<file path="src/rtl/lcd_regbank_pkg.sv">
package lcd_regbank_pkg;

  localparam int DATA_W     = 32;
  localparam int NUM_WORDS  = 13;
  localparam int WIDX_W     = 4;
  localparam int SRC_W      = 2;
  localparam int MASK_W     = 3;
  localparam int PSEL_W     = 3;
  localparam int FRAME_BIT  = 1;

  // byte offsets whose positions software depends on
  localparam int unsigned OFF_LAST_LINEAR = 'h28;
  localparam int unsigned OFF_DITH        = 'h4C;
  localparam int unsigned OFF_TPAL        = 'h50;
  localparam int unsigned OFF_PEND        = 'h54;
  localparam int unsigned OFF_SRC         = 'h58;
  localparam int unsigned OFF_MASK        = 'h5C;
  localparam int unsigned OFF_PSEL        = 'h60;
  localparam int unsigned PAL_BASE        = 'h400;

  // word slots in the general store
  localparam int W_CTL1 = 0;
  localparam int W_CTL2 = 1;
  localparam int W_CTL3 = 2;
  localparam int W_CTL4 = 3;
  localparam int W_CTL5 = 4;
  localparam int W_DITH = 11;
  localparam int W_TPAL = 12;

  typedef struct packed {
    logic              word_hit;
    logic [WIDX_W-1:0] word_idx;
    logic              pend_hit;
    logic              src_hit;
    logic              mask_hit;
    logic              psel_hit;
    logic              pal_hit;
  } lcd_dec_t;

  // bits retained on write for each general word
  function automatic logic [DATA_W-1:0] word_keep(input int idx);
    case (idx)
      W_CTL1:  word_keep = 32'h0003_FFFF;
      W_CTL4:  word_keep = 32'h0000_FFFF;
      W_CTL5:  word_keep = 32'h0000_1FFF;
      default: word_keep = 32'hFFFF_FFFF;
    endcase
  endfunction

endpackage

</file>
<file path="src/rtl/lcd_addr_decode.sv">
module lcd_addr_decode
  import lcd_regbank_pkg::*;
#(
  parameter int ADDR_W    = 12,
  parameter int PAL_DEPTH = 256,
  localparam int PIDX_W   = $clog2(PAL_DEPTH)
) (
  input  logic [ADDR_W-1:0] addr,
  output lcd_dec_t          dec,
  output logic [PIDX_W-1:0] pal_idx
);

  localparam int unsigned PAL_END = PAL_BASE + 2 * PAL_DEPTH;

  logic [31:0] a32;
  logic        aligned;
  logic [31:0] pal_off;

  always_comb begin
    a32     = 32'(addr);
    aligned = (a32[1:0] == 2'b00);
    pal_off = a32 - PAL_BASE;
    pal_idx = pal_off[PIDX_W:1];

    dec          = '0;
    dec.pal_hit  = (a32 >= PAL_BASE) && (a32 < PAL_END);
    dec.pend_hit = (a32 == OFF_PEND);
    dec.src_hit  = (a32 == OFF_SRC);
    dec.mask_hit = (a32 == OFF_MASK);
    dec.psel_hit = (a32 == OFF_PSEL);
    if (aligned && (a32 <= OFF_LAST_LINEAR)) begin
      dec.word_hit = 1'b1;
      dec.word_idx = a32[WIDX_W+1:2];
    end else if (a32 == OFF_DITH) begin
      dec.word_hit = 1'b1;
      dec.word_idx = WIDX_W'(W_DITH);
    end else if (a32 == OFF_TPAL) begin
      dec.word_hit = 1'b1;
      dec.word_idx = WIDX_W'(W_TPAL);
    end
  end

endmodule

</file>
<file path="src/rtl/lcd_word_store.sv">
module lcd_word_store
  import lcd_regbank_pkg::*;
(
  input  logic              clk,
  input  logic              rst_n,
  input  logic              wr,
  input  lcd_dec_t          dec,
  input  logic [DATA_W-1:0] wdata,
  output logic [DATA_W-1:0] words [NUM_WORDS],
  output logic [PSEL_W-1:0] psel
);

  logic [PSEL_W-1:0] psel_q, psel_d;
  logic              psel_en;

  for (genvar gi = 0; gi < NUM_WORDS; gi++) begin : g_word
    localparam logic [DATA_W-1:0] KEEP = word_keep(gi);
    logic [DATA_W-1:0] q, d;
    logic              en;

    always_comb begin
      en = wr && dec.word_hit && (dec.word_idx == WIDX_W'(gi));
      d  = wdata & KEEP;
    end

    always_ff @(posedge clk or negedge rst_n) begin
      if (!rst_n)  q <= '0;
      else if (en) q <= d;
    end

    assign words[gi] = q;
  end

  always_comb begin
    psel_en = wr && dec.psel_hit;
    psel_d  = {1'b1, wdata[1:0]};
  end

  always_ff @(posedge clk or negedge rst_n) begin
    if (!rst_n)       psel_q <= '0;
    else if (psel_en) psel_q <= psel_d;
  end

  assign psel = psel_q;

endmodule

</file>
<file path="src/rtl/lcd_irq_unit.sv">
module lcd_irq_unit
  import lcd_regbank_pkg::*;
(
  input  logic              clk,
  input  logic              rst_n,
  input  logic              wr_pend,
  input  logic              wr_src,
  input  logic              wr_mask,
  input  logic [MASK_W-1:0] wbits,
  input  logic              frame_done,
  output logic [SRC_W-1:0]  pend,
  output logic [SRC_W-1:0]  src,
  output logic [MASK_W-1:0] mask,
  output logic              irq
);

  logic [SRC_W-1:0]  pend_q, pend_d, pend_base;
  logic [SRC_W-1:0]  src_q, src_d, src_base, frame_bits;
  logic [MASK_W-1:0] mask_q, mask_d;
  logic              irq_q, irq_d;

  always_comb begin
    frame_bits            = '0;
    frame_bits[FRAME_BIT] = frame_done;
    src_base  = wr_src  ? wbits[SRC_W-1:0] : src_q;
    src_d     = src_base | frame_bits;
    mask_d    = wr_mask ? wbits : mask_q;
    pend_base = wr_pend ? wbits[SRC_W-1:0] : pend_q;
    pend_d    = pend_base | (src_d & ~mask_d[SRC_W-1:0]);
    irq_d     = |pend_q;
  end

  always_ff @(posedge clk or negedge rst_n) begin
    if (!rst_n) begin
      pend_q <= '0;
      src_q  <= '0;
      mask_q <= '0;
      irq_q  <= 1'b0;
    end else begin
      pend_q <= pend_d;
      src_q  <= src_d;
      mask_q <= mask_d;
      irq_q  <= irq_d;
    end
  end

  assign pend = pend_q;
  assign src  = src_q;
  assign mask = mask_q;
  assign irq  = irq_q;

endmodule

</file>
<file path="src/rtl/lcd_palette_ram.sv">
module lcd_palette_ram #(
  parameter int DEPTH  = 256,
  parameter int WIDTH  = 16,
  localparam int IDX_W = $clog2(DEPTH)
) (
  input  logic             clk,
  input  logic             we,
  input  logic [IDX_W-1:0] idx,
  input  logic [WIDTH-1:0] wdata,
  output logic [WIDTH-1:0] rdata
);

  logic [WIDTH-1:0] mem [DEPTH];

  always_ff @(posedge clk) begin
    if (we) mem[idx] <= wdata;
  end

  assign rdata = mem[idx];

endmodule

</file>
<file path="src/rtl/lcd_regbank.sv">
module lcd_regbank
  import lcd_regbank_pkg::*;
#(
  parameter int ADDR_W    = 12,
  parameter int PAL_DEPTH = 256,
  parameter int PAL_W     = 16
) (
  input  logic              clk,
  input  logic              rst_n,
  input  logic [ADDR_W-1:0] bus_addr,
  input  logic              bus_wr,
  input  logic [31:0]       bus_wdata,
  output logic [31:0]       bus_rdata,
  input  logic              frame_done,
  output logic              irq,
  output logic              disp_en,
  output logic [3:0]        pix_depth,
  output logic              pal_565,
  output logic              swap_mode,
  output logic [11:0]       panel_w,
  output logic [10:0]       panel_h
);

  localparam int PIDX_W = $clog2(PAL_DEPTH);

  lcd_dec_t          dec;
  logic [PIDX_W-1:0] pal_idx;
  logic [DATA_W-1:0] words [NUM_WORDS];
  logic [PSEL_W-1:0] psel_w;
  logic [SRC_W-1:0]  pend_w, src_w;
  logic [MASK_W-1:0] mask_w;
  logic [PAL_W-1:0]  pal_rd;
  logic              pal_we;

  lcd_addr_decode #(.ADDR_W(ADDR_W), .PAL_DEPTH(PAL_DEPTH)) u_dec (
    .addr    (bus_addr),
    .dec     (dec),
    .pal_idx (pal_idx)
  );

  lcd_word_store u_words (
    .clk   (clk),
    .rst_n (rst_n),
    .wr    (bus_wr),
    .dec   (dec),
    .wdata (bus_wdata),
    .words (words),
    .psel  (psel_w)
  );

  lcd_irq_unit u_irq (
    .clk        (clk),
    .rst_n      (rst_n),
    .wr_pend    (bus_wr && dec.pend_hit),
    .wr_src     (bus_wr && dec.src_hit),
    .wr_mask    (bus_wr && dec.mask_hit),
    .wbits      (bus_wdata[MASK_W-1:0]),
    .frame_done (frame_done),
    .pend       (pend_w),
    .src        (src_w),
    .mask       (mask_w),
    .irq        (irq)
  );

  assign pal_we = bus_wr && dec.pal_hit;

  lcd_palette_ram #(.DEPTH(PAL_DEPTH), .WIDTH(PAL_W)) u_pal (
    .clk   (clk),
    .we    (pal_we),
    .idx   (pal_idx),
    .wdata (bus_wdata[PAL_W-1:0]),
    .rdata (pal_rd)
  );

  always_comb begin
    bus_rdata = '0;
    if (dec.word_hit)      bus_rdata = words[dec.word_idx];
    else if (dec.pend_hit) bus_rdata = 32'(pend_w);
    else if (dec.src_hit)  bus_rdata = 32'(src_w);
    else if (dec.mask_hit) bus_rdata = 32'(mask_w);
    else if (dec.psel_hit) bus_rdata = 32'(psel_w);
    else if (dec.pal_hit)  bus_rdata = 32'(pal_rd);
  end

  always_comb begin
    disp_en   = words[W_CTL1][0];
    pix_depth = words[W_CTL1][4:1];
    pal_565   = words[W_CTL5][11];
    swap_mode = words[W_CTL5][12];
    panel_h   = {1'b0, words[W_CTL2][23:14]} + 11'd1;
    panel_w   = {1'b0, words[W_CTL3][18:8]} + 12'd1;
  end

endmodule

</file>
<file path="config.mk">
export PLATFORM = sky130hd
export DESIGN_NAME = lcd_regbank
export DESIGN_NICKNAME = d
export VERILOG_FILES = /design/src/rtl/lcd_regbank_pkg.sv /design/src/rtl/lcd_addr_decode.sv /design/src/rtl/lcd_word_store.sv /design/src/rtl/lcd_irq_unit.sv /design/src/rtl/lcd_palette_ram.sv /design/src/rtl/lcd_regbank.sv
export SDC_FILE = /design/constraint.sdc
export NUM_CORES = 2
export LEC_CHECK = 0
export BUFFER_PORTS_ARGS = -buffer_cell sky130_fd_sc_hd__buf_2
export CAP_MARGIN = 20
export CORE_ASPECT_RATIO = 1.75
export CORE_MARGIN = 2
export CORE_UTILIZATION = 25
export CTS_CLUSTER_SIZE = 25
export DETAILED_ROUTE_END_ITERATION = 12
export PLACE_DENSITY_LB_ADDON = 0.3
export SYNTH_ARGS = -nofsm -noshare
export SYNTH_HDL_FRONTEND = slang
export SYNTH_SLANG_ARGS = --single-unit
export TNS_END_PERCENT = 1
</file>
<file path="constraint.sdc">
create_clock -name clk -period 11.57 [get_ports clk]
set_input_delay 2.314 -clock clk [delete_from_list [all_inputs] [get_ports clk]]
set_output_delay 2.314 -clock clk [all_outputs]
set_load 0.05 [all_outputs]
</file>
### Word-level counts from Yosys, hierarchy flattened

Memory sizes are Yosys's and may differ from the RTL's.
Index checks and enable logic that the tools add are counted.
W data, S select, Z words.

* flip-flop bits (word level): 378
* memory bits (writable): 4096
* memories: 1

Memories
* u_pal.mem: depth 256, bits a word 16, read ports 1, clocked after memory_dff 0, write ports 1, line lcd_palette_ram.sv:13 `logic [WIDTH-1:0] mem [DEPTH];`

* $add $sub $neg: 3
* magnitude comparators: 4
* equality and inequality tests: 18
* multiplexer cells: 17
* bitwise operators: 5
* reduce and logical (&&, ||, !) cells: 24

Operators by type and width (count)
* $bmux W32 S4: 1
* $mux W32: 3
* $mux W16: 5
* $eq A12 B7 Y1 const B: 6
* $logic_and A1 B1 Y1: 21
* $eq A4 B4 Y1 const B: 5
* $eq A4 B3 Y1 const B: 4
* $mux W5: 3
* $add A11 B1 Y12 const B: 1
* $ge A12 B11 Y1 const B: 1
* $le A12 B6 Y1 const B: 1
* $lt A12 B11 Y1 const B: 1
* $add A10 B1 Y11 const B: 1
* $sub A9 B1 Y9 const B: 1
* $eq A4 B2 Y1 const B: 2
* $mux W2: 3
* $ge A5 B5 Y1 const B: 1
* $not A4 Y5: 1
* $eq A4 B1 Y1 const B: 1
* $logic_not A4 Y1: 1
* $or A2 B2 Y2: 2
* $and A2 B2 Y2: 1
* $logic_not A2 Y1: 1
* $mux W1: 2
* 2 further kinds: 2

### Logic depth before layout (Yosys ltp)

* depth after elaboration: 9
* gate-level depth with buffers: 16
* mapped depth without buffers: 8

### By module

A second synthesis with hierarchy kept.

* cell total of the unflattened synthesis: 8027
* area total of the unflattened synthesis: 173984.4 sq um

By module, submodules not included
* lcd_palette_ram: instances 1, cells each 6711, area each 155078.7 sq um, sequential area each 122998.0 sq um
* lcd_word_store: instances 1, cells each 882, area each 14237.4 sq um, sequential area each 9258.9 sq um
* lcd_regbank: instances 1, cells each 366, area each 4015.1 sq um, sequential area each 0.0 sq um
* lcd_addr_decode: instances 1, cells each 47, area each 345.3 sq um, sequential area each 0.0 sq um
* lcd_irq_unit: instances 1, cells each 21, area each 307.8 sq um, sequential area each 200.2 sq um

### Worst setup path after synthesis

No wires, ideal clock.

* kind: in2out
* from: input bus_addr[1]
* to: output bus_rdata[12]
* arrival time: 5.741 ns
* slack: 3.515 ns
* cell stages on the path: 15
* path through: buf_6 > buf_12 > buf_12 > buf_12 > buf_8 > buf_8 > buf_8 > mux2i_1 > a221oi_1 > o21ai_0 > nand3_1 > nor2_1 > a31oi_1 > o21ai_0 > o41ai_1

* cells in the longest elaborated chain, start to end: 9

RTL lines
* start, declared: line lcd_regbank.sv:10 `input logic [ADDR_W-1:0] bus_addr,`
* branches (longest 8 deep; another with $mem_v2 Z256 W16)
* $mux W32 *: line lcd_regbank.sv:77 `if (dec.word_hit) bus_rdata = words[dec.word_idx];`
* end, declared: line lcd_regbank.sv:13 `output logic [31:0] bus_rdata,`

Every way passes the cells marked *. The select of a mux whose other input is x is not followed.

### Final worst setup path

* from: input bus_addr[1]
* to: output bus_rdata[14]

Same word-level chain as after synthesis.

==> flow_summary_export.csv <==
group,metric,value,unit
logic_synthesis,syn_inst,8275,
logic_synthesis,synth_top_area_share,70.26,%
min_path,min_from,"u_words.psel[2]",
floorplanning,die_h,1111,um
grt,antenna_found_initial,43,
drt,dr.pass1.iters,8,
power,internal-power,25.69,mW
grt,grt_pass1_vias,92510,
run_status,outcome,"finished, violations left",
floorplanning,core_area,698000,um2
power,clockPowerShare,41.2,%
setup_path,crit_required,9.26,ns
placed_design,placed_area,190200,um2
logic_synthesis,synth.most_common_cell,"edfxtp_1",
placed_design,io_buffers,110,
power,p_per_area,163.0,nW/um2
cts,clk_path_buf_depth,4,
logic_synthesis,synthArstFlopShare,8.449,%
timing,fin_crit_sh,89.04,%
finish,final_nets,8840,
cts,holdBufCountCts,0,
logic_synthesis,synth_sequential_area_ratio,75.66,%
drt,totalWireLength,609200,um
grt,grt_max_degree,197,
grt,use_met3,2.188,%
timing,final.setup.worst_slack,1.268,ns
min_path,hold_path.class,"flip-flop to flip-flop",
finish,final-seq-area,132500,um2
floorplanning,die_area,707200,um2
cts,cts.sinks,4474,
cts,cts_tree,"built",
finish,area_growth,16.24,%
logic_synthesis,synth_ff_type,"edfxtp_1",
drt,drt_iter0_markers,9367,
run_status,failed_checks,"slew limit",
cts,ctsResizeCount,0,
grt,busiest_layer,"met2",
grt,grt_use_total,16.70,%
timing,fmax,0.09707,GHz
timing,clock_skew,0.006509,ns
placed_design,hpwlAfterDp,402800,um
cts,cts.clk_slew.worst_paths,0.07,ns
power,p_leak,65.26,nW
power,peakVddDrop,129.8,uV
logic_synthesis,synth_fp_nets,8325,
finish,stdcell_count,18340,
timing,layout_min_cycle_time,10.30,ns
timing,relSlewSlack,-3.322,%
setup_path,startpoint_type,"input port",
grt,grt_first_pass_wirelength,818500,um
setup_path,worstPathArrival,7.99,ns
drt,vias,90080,
floorplanning,start_util,25.08,%
logic_synthesis,netlist_area,175100,um2
placed_design,preCtsSetupSlack,1.383,ns
setup_path,path_class,"input port to primary output",
power,power.switching,7.478,mW
logic_synthesis,syn_avg_cell_area,21.16,um2
finish,drive_gt1_share,32.49,%
setup_path,rr_worst_depth,4,
finish,fillers,68050,
floorplanning,io_pins,111,
placed_design,place_inst,17570,
floorplanning,die_x,636.6,um
cts,cts_root_buf,"clkbuf_16",
logic_synthesis,synthTopCellsByCount,"edfxtp_1 (4096), mux4_2 (1029), dfrtp_1 (378), mux2_2 (373), nor2_1 (361)",
logic_synthesis,synth_edf_count,4096,
drt,viasPerCell,4.912,
cts,postCtsSetupRepairBufs,0,
setup_path,timing.rr.start,"u_irq.src[1]",
drt,drtAntennaViolNets,0,
cts,htreeDepth,5,
placed_design,place_congestion,0.9572,
finish,fin_util,29.15,%
timing,hold_viol_final,0,
grt,use_met1,17.42,%
logic_synthesis,synth.distinct_cells,87,
grt,overflow,0,
logic_synthesis,synth-seq-cells,4474,
setup_path,reg2reg_to,"u_irq.pend[1]",
timing,setup_tns,0,ns
power,p_sw_share,22.54,%
setup_path,cp_max_fo,70,
cts,insertion_delay,0.97,ns
timing,slew_violations,49,
drt,drc,0,
setup_path,end_kind,"primary output",
setup_path,crit_end,"bus_rdata[14]",
flow_run,drv_cap,0,
timing,rsz0062_at_grt,"no",
logic_synthesis,synth_area_leaders,"edfxtp_1 (70%), mux4_2 (13%), dfrtp_1 (5.4%), mux2_2 (2.4%), mux2i_1 (1.6%)",
drt,wl_per_cell,33.22,um
power,p_comb_share,5.6,%
timing,worst_pin_slew,1.550,ns
grt,use_met2,30.37,%
setup_path,reg2reg_slack,10.50,ns
cts,cts_buffers,384,
finish,final_area,203500,um2
floorplanning,rows,406,
setup_path,crit_path_start,"bus_addr[1]",
timing,setup_viol,0,
logic_synthesis,synth_warnings,0,
logic_synthesis,synth_top_area_cell,"edfxtp_1",
power,seqPwrFrac,53.2,%
finish,multi_input_area,40600,um2
==> power by group through the flow <==
stage	Sequential [mW]	Combinational, mW	Clock [mW]
after global placement	18.0	1.83	0
after detailed placement	18.0	1.86	0
final	17.7	1.86	13.7
after CTS	17.7	1.87	13.9
after global routing	17.6	1.89	14.4
after floorplan	18.0	0.813	0
==> kinds of logic after synthesis <==
group / share of synthesized area (%)
and+or+nand+nor: 1.990
AOI/OAI and AO/OA: 3.031
adders and majority gates: 0.01429
buffers and inverters: 1.738
DFF: 75.66
xor gates and xnor gates: 0.08505
muxes: 17.48
==> area by class of cell <==
class | count | share of cell area (%)
flip-flops and latches | 4474 | 65.10
multi-input cells | 3261 | 19.95
well taps | 9180 | 5.645
clock buffers | 453 | 4.983
repair buffers | 658 | 2.801
clock inverters | 247 | 1.431
diodes | 55 | 0.06764
inverters | 11 | 0.02460
==> worst max-delay path: stages <==
cell and delay (ns):
buf_12 0.54, buf_12 0.41, buf_4 0.51, mux4_2 0.57, nor2_1 0.46, nor4b_1 0.24, a31oi_1 0.52, o2111ai_1 0.24
a211o_1 0.33, nor4_1 0.95, buf_4 0.26, o22ai_1 0.13, buf_2 0.28
==> cells in the final DEF, fill, tap and decap left out, types with 90 or more instances in the layout <==
cell type and instances:
mux2_2 373, a22oi_1 151, dfrtp_1 378, mux4_2 1029
mux2i_1 285, buf_2 90, nor2_1 131, a21oi_1 109
nand2_1 185, nor2_2 201, edfxtp_1 4096, buf_4 475
clkbuf_16 393
==> state kept, by name, summed over array words and instances (netlist names) <==
| signal | flops |
|---|---|
| u_irq.irq | 1 |
| u_irq.mask | 3 |
| u_irq.pend | 2 |
| u_irq.src | 2 |
| u_pal.mem | 4096 |
| u_words.g_word.q | 367 |
| u_words.psel | 3 |
==> worst min-delay path by stage <==
stage / end / slack, ns / cells past startpoint
6_report: u_words.psel[2] / 0.48 / 1
3_5_place_dp: u_words.psel[2] / 0.46 / 1
2_1_floorplan: u_words.psel[2] / 0.44 / 1
3_3_place_gp: u_words.psel[2] / 0.46 / 1
4_1_cts: u_words.psel[2] / 0.48 / 1
5_1_grt: u_words.psel[2] / 0.49 / 1
==> layer usage <==
layer | vias to the layer above | wire, um
met5 | - | 72
li1 | 35520 | -
met4 | 10 | 54010
met1 | 49540 | 202700
met2 | 3818 | 320100
met3 | 1190 | 32350
==> metrics by stage <==
stage	power, mW	hold WS [ns]
after detailed placement	19.87	0.4594
final	33.17	0.4751
after global routing	33.96	0.4906
after CTS	33.42	0.4761
after global placement	19.84	0.4560
after floorplan	18.82	0.4358
No activity file was read; power rests on OpenSTA's default activity.
